[src/rtl/lockseq_pkg.sv]
package lockseq_pkg;

    typedef enum logic [1:0] {
        LOCK_NORMAL = 2'b00,
        LOCK_EXCL   = 2'b01,
        LOCK_SEQ    = 2'b10,
        LOCK_RSVD   = 2'b11
    } lock_code_e;

    typedef enum logic [1:0] {
        SEQ_OPEN  = 2'd0,
        SEQ_HELD  = 2'd1,
        SEQ_DRAIN = 2'd2
    } seq_state_e;

    typedef struct packed {
        logic zero;
        logic full;
        logic zero_next;
    } ctr_flags_t;

    function automatic logic starts_lock(input logic [1:0] code);
        return code == LOCK_SEQ;
    endfunction

    function automatic logic is_reserved(input logic [1:0] code);
        return code == LOCK_RSVD;
    endfunction

endpackage

[src/rtl/lockseq_outst_ctr.sv]
module lockseq_outst_ctr
    import lockseq_pkg::*;
#(
    parameter int CNT_W = 3
) (
    input  logic       clk,
    input  logic       rst,
    input  logic       inc,
    input  logic       dec,
    output ctr_flags_t flags
);
    localparam logic [CNT_W-1:0] CNT_MAX = '1;

    logic [CNT_W-1:0] cnt_q;
    logic [CNT_W-1:0] cnt_d;
    logic             inc_eff;
    logic             dec_eff;

    // Guard both ends: never wrap past full or below zero.
    assign inc_eff = inc && (cnt_q != CNT_MAX);
    assign dec_eff = dec && (cnt_q != '0);

    always_comb begin
        unique case ({inc_eff, dec_eff})
            2'b10:   cnt_d = cnt_q + 1'b1;
            2'b01:   cnt_d = cnt_q - 1'b1;
            default: cnt_d = cnt_q;
        endcase
    end

    always_ff @(posedge clk) begin
        if (rst) cnt_q <= '0;
        else     cnt_q <= cnt_d;
    end

    assign flags.zero      = (cnt_q == '0);
    assign flags.full      = (cnt_q == CNT_MAX);
    assign flags.zero_next = (cnt_d == '0);

endmodule

[src/rtl/lockseq_rr_pick.sv]
module lockseq_rr_pick #(
    parameter int N     = 4,
    parameter int IDX_W = 2
) (
    input  logic             clk,
    input  logic             rst,
    input  logic [N-1:0]     elig,
    output logic [N-1:0]     gnt,
    output logic [IDX_W-1:0] win_idx,
    output logic             win_any
);
    localparam logic [N-1:0] ONE_HOT0 = {{(N-1){1'b0}}, 1'b1};

    logic [IDX_W-1:0] ptr_q;

    // Scan from the rotation pointer, take the first eligible requester.
    always_comb begin
        win_any = 1'b0;
        win_idx = '0;
        for (int off = 0; off < N; off++) begin
            if (!win_any && elig[(int'(ptr_q) + off) % N]) begin
                win_any = 1'b1;
                win_idx = IDX_W'((int'(ptr_q) + off) % N);
            end
        end
        gnt = win_any ? (ONE_HOT0 << win_idx) : '0;
    end

    always_ff @(posedge clk) begin
        if (rst) begin
            ptr_q <= '0;
        end else if (win_any) begin
            ptr_q <= (win_idx == IDX_W'(N - 1)) ? '0 : win_idx + 1'b1;
        end
    end

endmodule

[src/rtl/lockseq_seq_ctl.sv]
module lockseq_seq_ctl
    import lockseq_pkg::*;
#(
    parameter int N     = 4,
    parameter int IDX_W = 2
) (
    input  logic             clk,
    input  logic             rst,
    input  logic             win_any,
    input  logic [IDX_W-1:0] win_idx,
    input  logic [1:0]       win_code,
    input  logic [N-1:0]     zero_next,
    output seq_state_e       seq_q,
    output logic [IDX_W-1:0] owner_q
);
    seq_state_e       seq_d;
    logic [IDX_W-1:0] owner_d;

    always_comb begin
        seq_d   = seq_q;
        owner_d = owner_q;
        unique case (seq_q)
            SEQ_OPEN: begin
                if (win_any && starts_lock(win_code)) begin
                    seq_d   = SEQ_HELD;
                    owner_d = win_idx;
                end
            end
            SEQ_HELD: begin
                if (win_any && (win_idx == owner_q) && !starts_lock(win_code)) begin
                    seq_d = SEQ_DRAIN;
                end
            end
            SEQ_DRAIN: begin
                if (zero_next[owner_q]) begin
                    seq_d   = SEQ_OPEN;
                    owner_d = '0;
                end
            end
            default: seq_d = SEQ_OPEN;
        endcase
    end

    always_ff @(posedge clk) begin
        if (rst) begin
            seq_q   <= SEQ_OPEN;
            owner_q <= '0;
        end else begin
            seq_q   <= seq_d;
            owner_q <= owner_d;
        end
    end

endmodule

[src/rtl/lockseq_arbiter.sv]
module lockseq_arbiter
    import lockseq_pkg::*;
#(
    parameter  int N     = 4,
    parameter  int CNT_W = 3,
    localparam int IDX_W = (N > 1) ? $clog2(N) : 1
) (
    input  logic             clk,
    input  logic             rst,
    input  logic [N-1:0]     req_valid,
    input  logic [2*N-1:0]   req_lock,
    input  logic [N-1:0]     txn_done,
    output logic [N-1:0]     grant,
    output logic             lock_held,
    output logic [IDX_W-1:0] lock_owner,
    output logic             lock_err
);
    ctr_flags_t       flags_v [N];
    logic [N-1:0]     elig_v;
    logic [N-1:0]     zero_next_v;
    logic [IDX_W-1:0] win_idx;
    logic             win_any;
    logic [1:0]       win_code;
    seq_state_e       seq_q;
    logic [IDX_W-1:0] owner_q;
    logic             err_q;

    for (genvar g = 0; g < N; g++) begin : g_req
        lockseq_outst_ctr #(.CNT_W(CNT_W)) ctr_i (
            .clk   (clk),
            .rst   (rst),
            .inc   (grant[g]),
            .dec   (txn_done[g]),
            .flags (flags_v[g])
        );

        assign zero_next_v[g] = flags_v[g].zero_next;

        // Open: anyone, but a lock opener needs an idle requester.
        // Held: only the owner. Drain: nobody.
        assign elig_v[g] = req_valid[g] && !flags_v[g].full &&
            (((seq_q == SEQ_OPEN) &&
              (!starts_lock(req_lock[2*g +: 2]) || flags_v[g].zero)) ||
             ((seq_q == SEQ_HELD) && (owner_q == IDX_W'(g))));
    end

    lockseq_rr_pick #(.N(N), .IDX_W(IDX_W)) pick_i (
        .clk     (clk),
        .rst     (rst),
        .elig    (elig_v),
        .gnt     (grant),
        .win_idx (win_idx),
        .win_any (win_any)
    );

    assign win_code = req_lock[2*int'(win_idx) +: 2];

    lockseq_seq_ctl #(.N(N), .IDX_W(IDX_W)) seq_i (
        .clk       (clk),
        .rst       (rst),
        .win_any   (win_any),
        .win_idx   (win_idx),
        .win_code  (win_code),
        .zero_next (zero_next_v),
        .seq_q     (seq_q),
        .owner_q   (owner_q)
    );

    always_ff @(posedge clk) begin
        if (rst)                                  err_q <= 1'b0;
        else if (win_any && is_reserved(win_code)) err_q <= 1'b1;
    end

    assign lock_held  = (seq_q != SEQ_OPEN);
    assign lock_owner = lock_held ? owner_q : '0;
    assign lock_err   = err_q;

endmodule

[config.mk]
export PLATFORM = sky130hd
export DESIGN_NAME = lockseq_arbiter
export DESIGN_NICKNAME = d
export VERILOG_FILES = /design/src/rtl/lockseq_pkg.sv /design/src/rtl/lockseq_outst_ctr.sv /design/src/rtl/lockseq_rr_pick.sv /design/src/rtl/lockseq_seq_ctl.sv /design/src/rtl/lockseq_arbiter.sv
export SDC_FILE = /design/constraint.sdc
export NUM_CORES = 1
export LEC_CHECK = 0
export BUFFER_PORTS_ARGS = -buffer_cell sky130_fd_sc_hd__clkbuf_2
export CORE_ASPECT_RATIO = 0.5
export CORE_UTILIZATION = 50
export DETAILED_ROUTE_END_ITERATION = 7
export HOLD_SLACK_MARGIN = 0.03
export PLACE_DENSITY = 0.77
export SYNTH_ARGS = -nofsm -noshare
export SYNTH_HDL_FRONTEND = slang
export SYNTH_SLANG_ARGS = --single-unit
[constraint.sdc]
create_clock -name clk -period 5.75 [get_ports clk]
set_input_delay 0.2875 -clock clk [delete_from_list [all_inputs] [get_ports clk]]
set_output_delay 0.2875 -clock clk [all_outputs]
set_load 0.03 [all_outputs]
### Word level (Yosys, flattened, before mapping)

Cells that the tools add are included.

| operators by class | value |
|---|---|
| magnitude comparators | 5 |
| bitwise operators | 3 |
| shift-type cells | 2 |
| multiplexer cells | 34 |
| reductions and logical operators | 72 |
| add/sub/neg operators | 12 |
| eq/ne operators | 32 |

Operator list:

| operator | count |
|---|---|
| 1-bit logical AND | 31 |
| 2-bit equality test, second input constant | 14 |
| 3-bit zero test | 8 |
| 3-bit one-hot mux with 2 select lines | 4 |
| 2-bit two-way mux | 10 |
| 3-bit by 1-bit adder with 3-bit output, second input constant | 4 |
| 2-bit by 1-bit equality test with 1-bit output, second input constant | 6 |
| 3-bit equality test, second input constant | 4 |
| 1-bit zero test | 12 |
| 3-bit by 4-bit less-than comparator with 1-bit output, second input constant | 3 |
| 1-bit two-way mux | 12 |
| 3-bit != test, second input constant | 4 |
| 3-bit nonzero test | 4 |
| 3-bit by 1-bit subtractor with 3-bit output, second input constant | 4 |
| 1-bit binary-select mux with 2-bit select | 5 |
| 1-bit logical OR | 8 |
| 8-bit by 4-bit indexed part select with 2-bit output | 1 |
| 2-bit by 3-bit less-than comparator with 1-bit output, second input constant | 2 |
| 2-bit by 1-bit != test with 1-bit output, second input constant | 3 |
| 2-bit one-hot mux with 3 select lines | 1 |
| 3-bit AND reduction | 2 |
| 2-bit OR reduction | 3 |
| 2-bit by 1-bit adder with 2-bit output, second input constant | 2 |
| 2-bit adder, second input constant | 2 |
| 7 further kinds | 11 |

| word-level totals | value |
|---|---|
| bits in registers | 19 |
| logic and storage cells | 168 |
| input bits | 18 |
| output and inout bits | 8 |

### Logic depth before layout (Yosys ltp)

| logic depth | value |
|---|---|
| depth after elaboration | 28 |
| mapped depth | 21 |
| gate-level depth less buffers | 20 |

### Hierarchy

From an unflattened synthesis, not the netlist that was laid out.

| unflattened totals | value |
|---|---|
| cell total of the unflattened synthesis | 185 |
| area, all modules | 1607.8 sq um |

By module, submodules not included:

| module | area an instance (sq um) | times used | sequential area each (sq um) | cells each |
|---|---|---|---|---|
| lockseq_outst_ctr (g_req[2].ctr_i ...) | 215.2 | 2 | 60.1 | 26 |
| lockseq_outst_ctr (g_req[0].ctr_i ...) | 206.4 | 2 | 60.1 | 25 |
| lockseq_rr_pick | 281.5 | 1 | 40.0 | 32 |
| lockseq_seq_ctl | 272.8 | 1 | 80.1 | 26 |
| lockseq_arbiter | 210.2 | 1 | 20.0 | 25 |

### Worst setup path after synthesis

No wires, ideal clock.

| path | value |
|---|---|
| kind | register -> register |
| start point | register seq_i.seq_q[0] |
| end point | register seq_i.owner_q[0] |
| slack | 1.653 ns |
| stages on the path, launching flop included | 17 |
| path buffers | 1 |
| data arrival time | 3.977 ns |
| cell sequence | dfxtp_1 -> or3b_1 -> o221ai_1 -> a21oi_2 -> or4_1 -> clkbuf_1 -> and2_1 -> nand2_1 -> ha_1 -> inv_1 -> fa_1 -> xor2_1 -> nor2_1 -> xor2_1 -> or4_1 -> a41o_1 -> a211o_1 |

| on the way | value |
|---|---|
| word-level cells in the longest chain between the ends | 26 |
| elaborated cells on any way between the ends | 77 |
| classes of those cells | eq/ne: 13; shift: 2; mux: 28; reduce/logical: 34 |

RTL lines:

| item | line | RTL |
|---|---|---|
| start, declared | lockseq_seq_ctl.sv:13 | `output seq_state_e seq_q,` |
| start signal, assigned | lockseq_seq_ctl.sv:49 | `seq_q <= seq_d;` |
| 2-bit by 1-bit equality test with 1-bit output or 2-bit zero test (tied branches) | lockseq_arbiter.sv:44, lockseq_arbiter.sv:42 |  |
| 1-bit logical AND, on equally long branches | lockseq_arbiter.sv:44, lockseq_arbiter.sv:42 |  |
| 1-bit logical OR | lockseq_arbiter.sv:43 | `(!starts_lock(req_lock[2*g +: 2]) \|\| flags_v[g].zero)) \|\|` |
| 1-bit logical AND | lockseq_arbiter.sv:41 | `assign elig_v[g] = req_valid[g] && !flags_v[g].full &&` |
| 1-bit binary-select mux with 2-bit select | lockseq_rr_pick.sv:21 | `if (!win_any && elig[(int'(ptr_q) + off) % N]) begin` |
| 1-bit two-way mux (not written as such) | lockseq_rr_pick.sv:21 |  |
| 1-bit two-way mux | lockseq_rr_pick.sv:21 |  |
| 1-bit zero test | lockseq_rr_pick.sv:21 |  |
| [10 not listed] | -- |  |
| net g_req[0].ctr_i.inc | lockseq_outst_ctr.sv:8 | `input logic inc,` |
| 1-bit logical AND (*) | lockseq_outst_ctr.sv:20 | `assign inc_eff = inc && (cnt_q != CNT_MAX);` |
| 2-bit by 1-bit equality test with 1-bit output or 2-bit equality test (tied branches) | lockseq_outst_ctr.sv:24 | `unique case ({inc_eff, dec_eff})` |
| 3-bit one-hot mux with 2 select lines (*) | lockseq_outst_ctr.sv:24 |  |
| 3-bit zero test (*) | lockseq_outst_ctr.sv:38 | `assign flags.zero_next = (cnt_d == '0);` |
| 1-bit binary-select mux with 2-bit select (*) | lockseq_seq_ctl.sv:35 | `if (zero_next[owner_q]) begin` |
| 1-bit two-way mux (not written as such) (*) | lockseq_seq_ctl.sv:35 |  |
| 2-bit by 1-bit != test with 1-bit output (no source line) (*) | -- |  |
| 3-bit AND reduction (no source line) (*) | -- |  |
| end signal, assigned | lockseq_seq_ctl.sv:50 | `owner_q <= owner_d;` |
| end, declared | lockseq_seq_ctl.sv:14 | `output logic [IDX_W-1:0] owner_q` |

The timed path passes the listed nets; every way through them passes the cells marked *. The select of a mux whose other input is x is not followed.
A chain may end at the register's enable or synchronous reset.

### Worst setup path after layout

| path | value |
|---|---|
| start point | register seq_i.seq_q[0] |
| end point | register seq_i.owner_q[1] |

| on the way | value |
|---|---|
| word-level cells in the longest chain between the ends | 26 |
| elaborated cells on any way between the ends | 77 |
| classes of those cells | eq/ne: 13; shift: 2; mux: 28; reduce/logical: 34 |

RTL lines:

| item | line |
|---|---|
| 2-bit by 1-bit equality test with 1-bit output or 2-bit zero test (tied branches) | lockseq_arbiter.sv:44, lockseq_seq_ctl.sv:22, lockseq_arbiter.sv:42 |
| 1-bit logical AND, on equally long branches | lockseq_arbiter.sv:44, lockseq_arbiter.sv:42 |
| 1-bit logical OR | lockseq_arbiter.sv:43 |
| 1-bit logical AND | lockseq_arbiter.sv:41 |
| 1-bit binary-select mux with 2-bit select | lockseq_rr_pick.sv:21 |
| 1-bit two-way mux (not written as such) | lockseq_rr_pick.sv:21 |
| 1-bit two-way mux | lockseq_rr_pick.sv:21 |
| 1-bit zero test | lockseq_rr_pick.sv:21 |
| [10 not listed] | -- |
| 1-bit logical AND | lockseq_outst_ctr.sv:20 |
| 2-bit by 1-bit equality test with 1-bit output or 2-bit equality test (tied branches) | lockseq_outst_ctr.sv:24 |
| 3-bit one-hot mux with 2 select lines | lockseq_outst_ctr.sv:24 |
| 3-bit zero test | lockseq_outst_ctr.sv:38 |
| 1-bit binary-select mux with 2-bit select | lockseq_seq_ctl.sv:35 |
| 1-bit two-way mux (not written as such) | lockseq_seq_ctl.sv:35 |
| 2-bit by 1-bit != test with 1-bit output (no source line) | -- |
| 3-bit AND reduction (no source line) | -- |

Several ways; a longest one is shown, not always the timed one. The select of a mux whose other input is x is not followed.

==> flow_results.org <==
** CTS
- After clock tree synthesis, the clock-pin slew on the worst setup and hold paths is approximately 0.080 ns.
- CTS built an H-tree with a depth of 1.
- Clock latency reported for the late side of the worst-skew pair :: between 0.2 and 0.3 ns
- The tree is rooted in a sky130_fd_sc_hd__clkbuf_8.
- Max clock buf depth :: 2
- Gates resized, CTS repair :: 0
- # hold bufs at CTS :: 0
- Post-CTS Repair Setup Buffers :: 0
- Counting the buffers created by CTS gives 3.
- CTS Sinks :: 19
- Clock tree from TritonCTS :: built

** Drt
- In the final routed layout, each cell accounts on average for 13.4 µm.
- Routed Wire Length :: between 3000 and 4000 µm
- Vias after detailed routing :: between 1,500 and 2,000
- Violation count after the first detailed-route iteration :: around 90
- The first detailed-routing pass took 4 iterations.
- Residual antenna-violating net count after detailed routing :: 0
- Drc violations :: 0
- Number of vias per cell :: roughly 5.7

** Timing
- Setup-violating endpoint count in the final report :: 0
- Across all hold checks on the routed design, the worst slack comes to 0.489 ns.
- Normalized max-slew margin :: 0.604
- The final count of hold timing violations came to 0.
- Slew at the pin closest to its max-slew limit :: ~0.59 ns
- Setup repair after global routing missed its margin :: false
- Subtracting the final worst setup slack from the clock period gives roughly 4.6 ns.
- Clock skew on the completed layout was measured at 0.00340 ns.
- Fmax achieved :: 217 MHz
- Final period utilization :: 0.801
- For the final routed database, the setup TNS stands at 0 ns.
- The number of max-slew violations in the final report is 0.

** Logic synthesis
- Synthesis produced a netlist with a net count of ~250.
- Counting flops with a built-in enable in the synthesized netlist gives 0.
- For this run, asynchronously set or reset flops after synthesis account for 0.
- Yosys printed 0 warnings.
- Yosys mapped the design onto 55 distinct sky130hd cell types.
- Cell count after synthesis :: 215
- Synthesized area divided by synthesized cell count :: a little over 8 µm²
- After synthesis the netlist holds a flip-flop and latch count of 19.
- The share of the Yosys chip area taken by registers is 0.219.
- Summed instance area of the synthesized netlist :: ~0.0017 mm²
- Ys flop type :: sky130_fd_sc_hd__dfxtp_1

** Pwr
- Pwr/cell area :: about 600 mW/mm²
- Static leakage power :: approximately 0.78 nW
- IR analysis of the VDD net gives a maximum drop of 0.329 mV.

** Placement
- Routability-driven placement finished with a final weighted congestion of 0.936.
- Once detailed placement completed, the half-perimeter wirelength came to a little under 3000 µm.
- IO buf count :: 25

** GRT
- For this run the aggregate overflow at the end of global routing stands at 0.
- The via count of the first global-routing pass was between 1,000 and 1,500.
- Number of antenna violations at the first check in global routing :: 0
- Pin count of the biggest net entering global routing :: 24
- For this run, the total global-route usage over all layers was measured as 0.222.
- The first global-routing pass estimated between 6000 and 7000 µm of wire.

** Worst setup path
- Minimum setup slack among reg-to-reg paths :: roughly 1.1 ns
- Maximum fanout along the worst path :: 15
- Category of the most critical setup path :: flop to flop
- Data arrival time of the critical path :: 4.81 ns
- Data on the critical path is required at its endpoint by between 5 and 6 ns.
- Crit path launch type :: flop
- Type of destination of the critical path :: flop

** Floorplan
- Std-Cell Rows :: 14
- Core box area :: 0.00315 mm²
- Measured along the x axis, the die boundary spans roughly 85 µm.
- The initial utilization of the core area, before any placement, comes to 0.551.
- Die Area :: ~0.0037 mm²
- DIE HEIGHT :: about 44 µm
- Number of top-level pins :: 26

** Flow run
- The tool flagged a number of max-cap violations equal to 0.

** Status
- The run finished with clean final reports.

** Cells and area
- In the final design database the tool counted between 200 and 300 nets.
- In the final layout, the share of cells above drive strength 1 is 0.201.
- Count of inserted antenna diode cells :: 0
- Area growth from synthesis to layout :: 9.22%
- After filler insertion, the fill cell instance count of the layout stands at between 300 and 400.

** Worst hold path
- Hold Crit Class :: flop to flop
worst max-delay path: stages, from the launching register on:
cell and delay (ns):
sky130_fd_sc_hd__dfxtp_1 0.50, sky130_fd_sc_hd__or3b_1 0.47, sky130_fd_sc_hd__o221ai_1 0.27, sky130_fd_sc_hd__a21oi_2 0.11, sky130_fd_sc_hd__or4_1 0.73, sky130_fd_sc_hd__and2_1 0.26
sky130_fd_sc_hd__nand2_1 0.08, sky130_fd_sc_hd__ha_1 0.17, sky130_fd_sc_hd__inv_1 0.06, sky130_fd_sc_hd__fa_1 0.38, sky130_fd_sc_hd__xor2_1 0.15, sky130_fd_sc_hd__nor2_1 0.07
sky130_fd_sc_hd__xor2_1 0.14, sky130_fd_sc_hd__or4_1 0.53, sky130_fd_sc_hd__a41o_1 0.30, sky130_fd_sc_hd__nor3_1 0.16, sky130_fd_sc_hd__nand3_1 0.10, sky130_fd_sc_hd__nand3_1 0.08
registers in the layout, summed over array words and instances (netlist names):
signal / flops
pick_i.ptr_q: 2
lock_err: 1
seq_i.owner_q: 2
g_req.ctr_i.cnt_q: 12
seq_i.seq_q: 2
final timing paths:
| kind | from | endpoint | depth (start not counted) |
|---|---|---|---|
| setup reg to reg | seq_i.seq_q[0]$_SDFFE_PP0P_ | seq_i.owner_q[1]$_SDFFE_PP0P_ | 17 |
| hold reg to reg | lock_err$_SDFFE_PP0P_ | lock_err$_SDFFE_PP0P_ | 2 |
| hold / removal | lock_err$_SDFFE_PP0P_ | lock_err$_SDFFE_PP0P_ | 2 |
| setup / recovery | seq_i.seq_q[0]$_SDFFE_PP0P_ | seq_i.owner_q[1]$_SDFFE_PP0P_ | 17 |
kinds of logic after synthesis:
family	after synthesis	share of synthesized area
compound gates	44	0.218
xor+xnor	9	0.0454
fa+ha+maj	12	0.104
buf+inv	29	0.0764
flops	19	0.219
mux	4	0.0396
simple gates	98	0.298
area by class of cell:
cell class / count / area, µm² / share of cell area
Tap cell: 40 / 50.0 / 0.0264
Clock buffer: 3 / 41.3 / 0.0218
Sequential cell: 19 / 380 / 0.201
Clock inverter: 1 / 5.00 / 0.00264
Inverter: 19 / 71.3 / 0.0376
Timing Repair Buffer: 25 / 125 / 0.0660
Multi-Input combinational cell: 167 / 1220 / 0.645
synthesized netlist by cell type (3+ instances only):
cell                       number  area, µm²
sky130_fd_sc_hd__nor2_1        24       90.1
sky130_fd_sc_hd__dfxtp_1       19        380
sky130_fd_sc_hd__inv_1         19       71.3
sky130_fd_sc_hd__nand2_1       13       48.8
sky130_fd_sc_hd__nor2b_1       12       75.1
sky130_fd_sc_hd__a21oi_1       11       55.1
sky130_fd_sc_hd__nand2b_1       9       56.3
sky130_fd_sc_hd__ha_1           8        100
sky130_fd_sc_hd__nand3_1        8       40.0
sky130_fd_sc_hd__nor3_1         8       40.0
sky130_fd_sc_hd__o21ai_0        8       40.0
sky130_fd_sc_hd__xor2_1         8       70.1
sky130_fd_sc_hd__and2_1         6       37.5
sky130_fd_sc_hd__buf_4          4       30.0
sky130_fd_sc_hd__clkbuf_1       4       15.0
sky130_fd_sc_hd__fa_1           4       80.1
sky130_fd_sc_hd__nor4_1         3       18.8
report_power, final:
part	total (mW)	leakage, nW	internal (mW)	switching [mW]
Sequential	0.265	0.156	0.184	0.0805
Combinational	0.771	0.600	0.317	0.454
Clock	0.0950	0.0255	0.0482	0.0468
Total	1.13	0.781	0.549	0.581
per-stage QoR:
step	utilization	cells	power (mW)	cell area, µm²	setup WS [ns]
after floorplan	-	215	0.905	1740	1.65
after global placement	0.587	270	1.01	1850	1.30
after detailed placement	0.587	270	1.03	1850	1.23
after CTS	0.602	274	1.13	1900	1.16
after global routing	0.602	274	1.24	1900	0.775
final	0.602	274	1.13	1900	1.15
placed cells by master (no fill, tap or decap), types with 2 or more instances in the layout:
master,synthesis,routed
sky130_fd_sc_hd__ha_1,8,8
sky130_fd_sc_hd__nor2b_1,12,12
sky130_fd_sc_hd__o21ai_0,8,8
sky130_fd_sc_hd__nor3b_1,2,2
sky130_fd_sc_hd__clkbuf_8,0,3
sky130_fd_sc_hd__nor2_1,24,24
sky130_fd_sc_hd__o21ai_2,2,2
sky130_fd_sc_hd__nor4_1,3,3
sky130_fd_sc_hd__nand3b_1,2,2
sky130_fd_sc_hd__xor2_1,8,8
sky130_fd_sc_hd__inv_1,19,19
sky130_fd_sc_hd__or4_1,2,2
sky130_fd_sc_hd__or3_1,2,2
sky130_fd_sc_hd__fa_1,4,4
sky130_fd_sc_hd__nand2b_1,9,9
sky130_fd_sc_hd__nand3_1,8,8
sky130_fd_sc_hd__o21ba_2,2,2
sky130_fd_sc_hd__nor3_1,8,8
sky130_fd_sc_hd__a21oi_1,11,11
sky130_fd_sc_hd__dfxtp_1,19,19
sky130_fd_sc_hd__and2_1,6,6
sky130_fd_sc_hd__mux2i_1,2,2
sky130_fd_sc_hd__o31a_1,2,2
sky130_fd_sc_hd__or2_2,2,2
sky130_fd_sc_hd__nand2_1,13,13
sky130_fd_sc_hd__clkbuf_2,1,25
metal layers:
metal / share of wire / global-route usage
met3: 0.045 / 0.0438
met2: 0.45 / 0.397
met5: 0 / 0
met1: 0.50 / 0.289
met4: 0.0060 / 0.0433
(Power assumes the default switching activity.)
